==> src/rtl/ualign_pkg.sv <==
package ualign_pkg;

  localparam int LINE_BYTES = 8;
  localparam int OFF_W      = $clog2(LINE_BYTES);
  localparam int LINE_W     = LINE_BYTES * 8;
  localparam int WIN_W      = 2 * LINE_W;
  localparam int RES_BYTES  = 4;
  localparam int RES_W      = RES_BYTES * 8;
  localparam int CNT_W      = $clog2(RES_BYTES) + 1;

  typedef enum logic [2:0] {
    ST_IDLE,
    ST_ISSUE_LO,
    ST_WAIT_LO,
    ST_ISSUE_HI,
    ST_WAIT_HI,
    ST_DONE
  } ual_state_t;

  typedef struct packed {
    logic [OFF_W-1:0] off;
    logic [CNT_W-1:0] nbytes;
    logic             big_end;
  } ual_shape_t;

  // Byte count for a size code; both upper codes mean a full word.
  function automatic logic [CNT_W-1:0] size_bytes(input logic [1:0] sz);
    case (sz)
      2'b00:   return CNT_W'(1);
      2'b01:   return CNT_W'(2);
      default: return CNT_W'(RES_BYTES);
    endcase
  endfunction

  // True when the access runs past the last byte of its line.
  function automatic logic spans_lines(input logic [OFF_W-1:0] off,
                                       input logic [CNT_W-1:0] nb);
    return (int'(off) + int'(nb)) > LINE_BYTES;
  endfunction

  // Select nb bytes from the window starting at off and pack them.
  function automatic logic [RES_W-1:0] pack_bytes(input logic [WIN_W-1:0] win,
                                                  input logic [OFF_W-1:0] off,
                                                  input logic [CNT_W-1:0] nb,
                                                  input logic             big_end);
    logic [RES_W-1:0] r;
    logic [7:0]       b;
    r = '0;
    for (int k = 0; k < RES_BYTES; k++) begin
      if (k < int'(nb)) begin
        b = win[(int'(off) + k) * 8 +: 8];
        if (big_end) r[(int'(nb) - 1 - k) * 8 +: 8] = b;
        else         r[k * 8 +: 8] = b;
      end
    end
    return r;
  endfunction

endpackage

==> src/rtl/ualign_ctrl.sv <==
module ualign_ctrl
  import ualign_pkg::*;
(
  input  logic clk,
  input  logic rst_n,
  input  logic accept,
  input  logic split,
  input  logic mem_rd_valid,
  output logic idle,
  output logic rd_issue,
  output logic rd_second,
  output logic lo_load,
  output logic hi_load,
  output logic finish
);

  ual_state_t state_q, state_d;

  always_ff @(posedge clk or negedge rst_n) begin
    if (!rst_n) state_q <= ST_IDLE;
    else        state_q <= state_d;
  end

  always_comb begin
    state_d = state_q;
    unique case (state_q)
      ST_IDLE:     if (accept) state_d = ST_ISSUE_LO;
      ST_ISSUE_LO: state_d = ST_WAIT_LO;
      ST_WAIT_LO:  if (mem_rd_valid) state_d = split ? ST_ISSUE_HI : ST_DONE;
      ST_ISSUE_HI: state_d = ST_WAIT_HI;
      ST_WAIT_HI:  if (mem_rd_valid) state_d = ST_DONE;
      ST_DONE:     state_d = ST_IDLE;
      default:     state_d = ST_IDLE;
    endcase
  end

  assign idle      = (state_q == ST_IDLE);
  assign rd_second = (state_q == ST_ISSUE_HI);
  assign rd_issue  = (state_q == ST_ISSUE_LO) || rd_second;
  assign lo_load   = (state_q == ST_WAIT_LO) && mem_rd_valid;
  assign hi_load   = (state_q == ST_WAIT_HI) && mem_rd_valid;
  assign finish    = (state_q == ST_DONE);

endmodule

==> src/rtl/ualign_linebuf.sv <==
module ualign_linebuf
  import ualign_pkg::*;
#(
  parameter int SLOTS = 2
) (
  input  logic                    clk,
  input  logic                    rst_n,
  input  logic [SLOTS-1:0]        load,
  input  logic [LINE_W-1:0]       data,
  output logic [SLOTS*LINE_W-1:0] window
);

  for (genvar g = 0; g < SLOTS; g++) begin : g_slot
    logic [LINE_W-1:0] line_q;
    always_ff @(posedge clk or negedge rst_n) begin
      if (!rst_n)       line_q <= '0;
      else if (load[g]) line_q <= data;
    end
    assign window[g*LINE_W +: LINE_W] = line_q;
  end

endmodule

==> src/rtl/ualign_extract.sv <==
module ualign_extract
  import ualign_pkg::*;
(
  input  logic [WIN_W-1:0] window,
  input  ual_shape_t       shape,
  input  logic             enable,
  output logic [RES_W-1:0] result
);

  logic [RES_W-1:0] packed_w;

  assign packed_w = pack_bytes(window, shape.off, shape.nbytes, shape.big_end);
  assign result   = enable ? packed_w : '0;

endmodule

==> src/rtl/ualign_load.sv <==
module ualign_load
  import ualign_pkg::*;
#(
  parameter int ADDR_W = 32
) (
  input  logic                    clk,
  input  logic                    rst_n,
  input  logic                    req_valid,
  output logic                    req_ready,
  input  logic [ADDR_W-1:0]       req_addr,
  input  logic [1:0]              req_size,
  input  logic                    req_big_endian,
  output logic                    mem_rd_en,
  output logic [ADDR_W-OFF_W-1:0] mem_rd_line,
  input  logic                    mem_rd_valid,
  input  logic [LINE_W-1:0]       mem_rd_data,
  output logic                    done,
  output logic [RES_W-1:0]        result
);

  localparam int LA_W = ADDR_W - OFF_W;

  logic             accept;
  logic             idle;
  logic             rd_issue;
  logic             rd_second;
  logic             lo_load;
  logic             hi_load;
  logic             finish;
  logic             acc_split;
  logic [LA_W-1:0]  base_line_q;
  ual_shape_t       shape_q;
  logic [WIN_W-1:0] window;

  assign accept = req_valid && idle;

  // Request fields are frozen here for the whole access.
  always_ff @(posedge clk or negedge rst_n) begin
    if (!rst_n) begin
      base_line_q <= '0;
      shape_q     <= '0;
    end else if (accept) begin
      base_line_q     <= req_addr[ADDR_W-1:OFF_W];
      shape_q.off     <= req_addr[OFF_W-1:0];
      shape_q.nbytes  <= size_bytes(req_size);
      shape_q.big_end <= req_big_endian;
    end
  end

  assign acc_split = spans_lines(shape_q.off, shape_q.nbytes);

  ualign_ctrl u_ctrl (
    .clk          (clk),
    .rst_n        (rst_n),
    .accept       (accept),
    .split        (acc_split),
    .mem_rd_valid (mem_rd_valid),
    .idle         (idle),
    .rd_issue     (rd_issue),
    .rd_second    (rd_second),
    .lo_load      (lo_load),
    .hi_load      (hi_load),
    .finish       (finish)
  );

  ualign_linebuf #(.SLOTS(2)) u_buf (
    .clk    (clk),
    .rst_n  (rst_n),
    .load   ({hi_load, lo_load}),
    .data   (mem_rd_data),
    .window (window)
  );

  ualign_extract u_ext (
    .window (window),
    .shape  (shape_q),
    .enable (finish),
    .result (result)
  );

  assign req_ready   = idle;
  assign mem_rd_en   = rd_issue;
  assign mem_rd_line = !rd_issue ? '0 :
                       rd_second ? LA_W'(base_line_q + 1'b1) : base_line_q;
  assign done        = finish;

endmodule

==> config.mk <==
export PLATFORM = sky130hd
export DESIGN_NAME = ualign_load
export DESIGN_NICKNAME = d
export VERILOG_FILES = /design/src/rtl/ualign_pkg.sv /design/src/rtl/ualign_ctrl.sv /design/src/rtl/ualign_linebuf.sv /design/src/rtl/ualign_extract.sv /design/src/rtl/ualign_load.sv
export SDC_FILE = /design/constraint.sdc
export NUM_CORES = 1
export LEC_CHECK = 0
export BUFFER_PORTS_ARGS = -buffer_cell sky130_fd_sc_hd__buf_2
export CORE_MARGIN = 5
export CORE_UTILIZATION = 57
export DETAILED_ROUTE_END_ITERATION = 8
export PLACE_DENSITY = 0.8
export SYNTH_ARGS = -nofsm -noshare
export SYNTH_HDL_FRONTEND = slang
export SYNTH_SLANG_ARGS = --single-unit
==> constraint.sdc <==
create_clock -name clk -period 7.4 [get_ports clk]
set_clock_uncertainty 0.15 [all_clocks]
set_input_delay 0.74 -clock clk [delete_from_list [all_inputs] [get_ports clk]]
set_output_delay 0.74 -clock clk [all_outputs]
set_load 0.01 [all_outputs]
==> flow_metrics.tcl <==
set metrics [dict create \
    pwr-share-seq 0.262 \
    grt_pass1_vias 7993 \
    nFillCells 1233 \
    cts_buffers 17 \
    power.share.combinational 0.585 \
    crit_type "reg -> out" \
    gp_congestion 1.011 \
    postRouteAntennaNets 0 \
    ys_types 68 \
    drc 0 \
    grt_antenna_before_repair 5 \
    tritoncts "done" \
    grt_pass1_wl_mm 42.44 \
    min_period_ps 6792 \
    yosys.area.top_type "dfrtp_1" \
    die_area_um2 18670 \
    leakage_nw 4.635 \
    wire_per_inst_um 20.76 \
    status "finished clean" \
    switching_share 0.4611 \
    ios 167 \
    num_vias 8207 \
    setup_viol 0 \
    slew_violations 0 \
    crit_path_start_kind "flop" \
    seq_area_um2 3181 \
    clockPowerShare 0.153 \
    slew_headroom 0.3027 \
    synth-main-ff-cell "dfrtp_1" \
    cp-end-kind "output port" \
    overflow 0 \
    clock-sinks 127 \
    cap_violations 0 \
    synth.area.top_cells "dfrtp_1, mux2_2, mux2i_1, ha_1, nor2_1" \
    rsz0062_at_grt "false" \
    synth-seq-area-share 0.3478 \
    timing.final.ws_setup_ps 608.3 \
    ir_drop_mv 0.3289 \
    dr.first_iter.drc_count 796 \
    area_growth_pct 16.99 \
    fin_cells 1303 \
    coreArea_um2 15830 \
    cp.arrival_ps 5900 \
    postCtsResizedCells 0 \
    utilization 0.6755 \
    htreeDepth 4 \
    syn_nets 1067 \
    p_per_area_nw_per_um2 505.8 \
    worstPathRequired_ps 6510 \
    grt_start_max_net_pins 78 \
    tightest_slew_ps 1046 \
    clockRootBuffer "clkbuf_16" \
    period_share 0.9178 \
    ys_seq_elements 127 \
    routed_wl_mm 27.05 \
    portBuffers 166 \
    layout_common_cells "buf_2, mux2_2, dfrtp_1, nor2_1, nand2_1" \
    dieHeight_um 136.6 \
    cp_max_fo 15 \
    clk_path_buf_depth 2 \
    first_pass_iters 5 \
    layout-drive-gt1-share 0.3414 \
    placementRows 46 \
    post_cts_buffers 0 \
    netSwitchingPower_mw 2.493 \
    max_freq_mhz 147.2 \
    multi_input_area_um2 5629 \
    start_util 0.5774 \
    path_clk_slew_ps 50 \
    tns_ps 0 \
    yosys_warnings 0 \
    via_per_inst 6.299 \
    clk_latency_ps 410 \
    synth_area_um2 9139 \
    dp.final_hpwl_mm 19.76 \
    dp.cells 1265 \
    die_w_um 136.6 \
    min_path_type "in -> async" \
    synthDominantCellAreaShare 0.3478 \
    gr-usage-all-layers 0.2895 \
    layout.cells.most_common "buf_2" \
    synth_edf_count 0 \
    synth_cells 927 \
    cts_hold_buffers 0 \
    avgSynthCellArea_um2 9.858 \
    async_reset_ff_frac 1.000 \
    hold_violations 0 \
    place_ws_ps 875.4 \
    internal_power_mw 2.914 \
    finalNetCount 1208 \
]
[path summary, 6_finish.rpt]
path | from | endpoint | slack, ps | cells after the start
worst max register to register | shape_q[6] | u_ctrl.state_q[2] | 4460 | 7
max in group asynchronous | rst_n | shape_q[6] | 5440 | 2
worst min-delay path | rst_n | base_line_q[9] | 210 | 1
worst min register to register | u_buf.g_slot[1].line_q[12] | u_buf.g_slot[1].line_q[12] | 350 | 1
worst max-delay path | shape_q[2] | result[26] | 610 | 15
min in group clk | u_buf.g_slot[1].line_q[12] | u_buf.g_slot[1].line_q[12] | 350 | 1
[cell usage after synthesis, types with 9 or more instances]
library cell / n
xor2_1: 19
ha_1: 36
o21ai_0: 32
nand3_1: 31
a21oi_1: 37
xnor2_1: 13
and3_1: 10
inv_1: 20
nand2b_1: 9
nor3_1: 10
a211oi_1: 13
mux2i_1: 50
clkbuf_1: 36
nand2_1: 61
dfrtp_1: 127
o22ai_1: 34
nand4_1: 12
o221ai_1: 15
mux2_2: 142
nor2_1: 74
[sequential cells by signal, summed over array words and instances (netlist names)]
name,flops
base_line_q,29
shape_q,7
u_buf.g_slot.line_q,88
u_ctrl.state_q,3
[power groups by stage]
stage,Sequential [mW],Combinational (mW),Clock (mW)
floorplan,1.24,2.39,0
global placement,1.38,3.02,0
detailed placement,1.40,3.05,0
CTS,1.40,3.09,0.838
global route,1.46,3.42,0.870
finish,1.41,3.17,0.828
[metal layers]
metal / part of all wire / up-vias / track usage
met5: 0 / - / 0
met4: 0.030 / 0 / 0.1165
met3: 0.079 / 64 / 0.05551
met2: 0.47 / 361 / 0.4647
met1: 0.42 / 4031 / 0.3870
li1: - / 3751 / -
[worst max-delay path, stage by stage, from the launching register on]
cell	delay [ps]
dfrtp_2	510
inv_1	170
ha_1	310
ha_1	660
ha_1	480
nor4b_1	500
o2111ai_1	180
ha_1	330
or4b_2	690
nor4_1	250
buf_4	200
nand3_1	300
mux2_2	410
o211a_1	130
nor3_1	190
buf_2	170
[cells by family after synthesis]
| kind of cell | Yosys count | share of synthesized area |
|---|---|---|
| buffers and inverters | 79 | 0.03765 |
| adder cells (fa/ha/maj) | 37 | 0.05148 |
| AND/OR/NAND/NOR | 276 | 0.1577 |
| XOR/XNOR | 32 | 0.03067 |
| AO/OA/AOI/OAI | 176 | 0.1253 |
| multiplexers | 200 | 0.2495 |
| flip-flops | 127 | 0.3478 |
[area by class of cell]
cell class | count | area share
multi-input cells | 721 | 0.5265
flip-flops and latches | 127 | 0.2975
repair buffers | 176 | 0.08496
clock buffers | 22 | 0.04154
well taps | 216 | 0.02528
clock inverters | 10 | 0.01287
inverters | 25 | 0.009947
diodes | 6 | 0.001404
[metrics by stage]
step / hold WS [ps] / area (um^2) / power [mW]
2_1_floorplan: 294.4 / 9139 / 3.629
3_3_place_gp: 332.8 / 10090 / 4.395
3_5_place_dp: 340.5 / 10090 / 4.449
4_1_cts: 223.7 / 10670 / 5.328
5_1_grt: 251.2 / 10690 / 5.748
6_report: 205.6 / 10690 / 5.407
(Power assumes the default switching activity.)
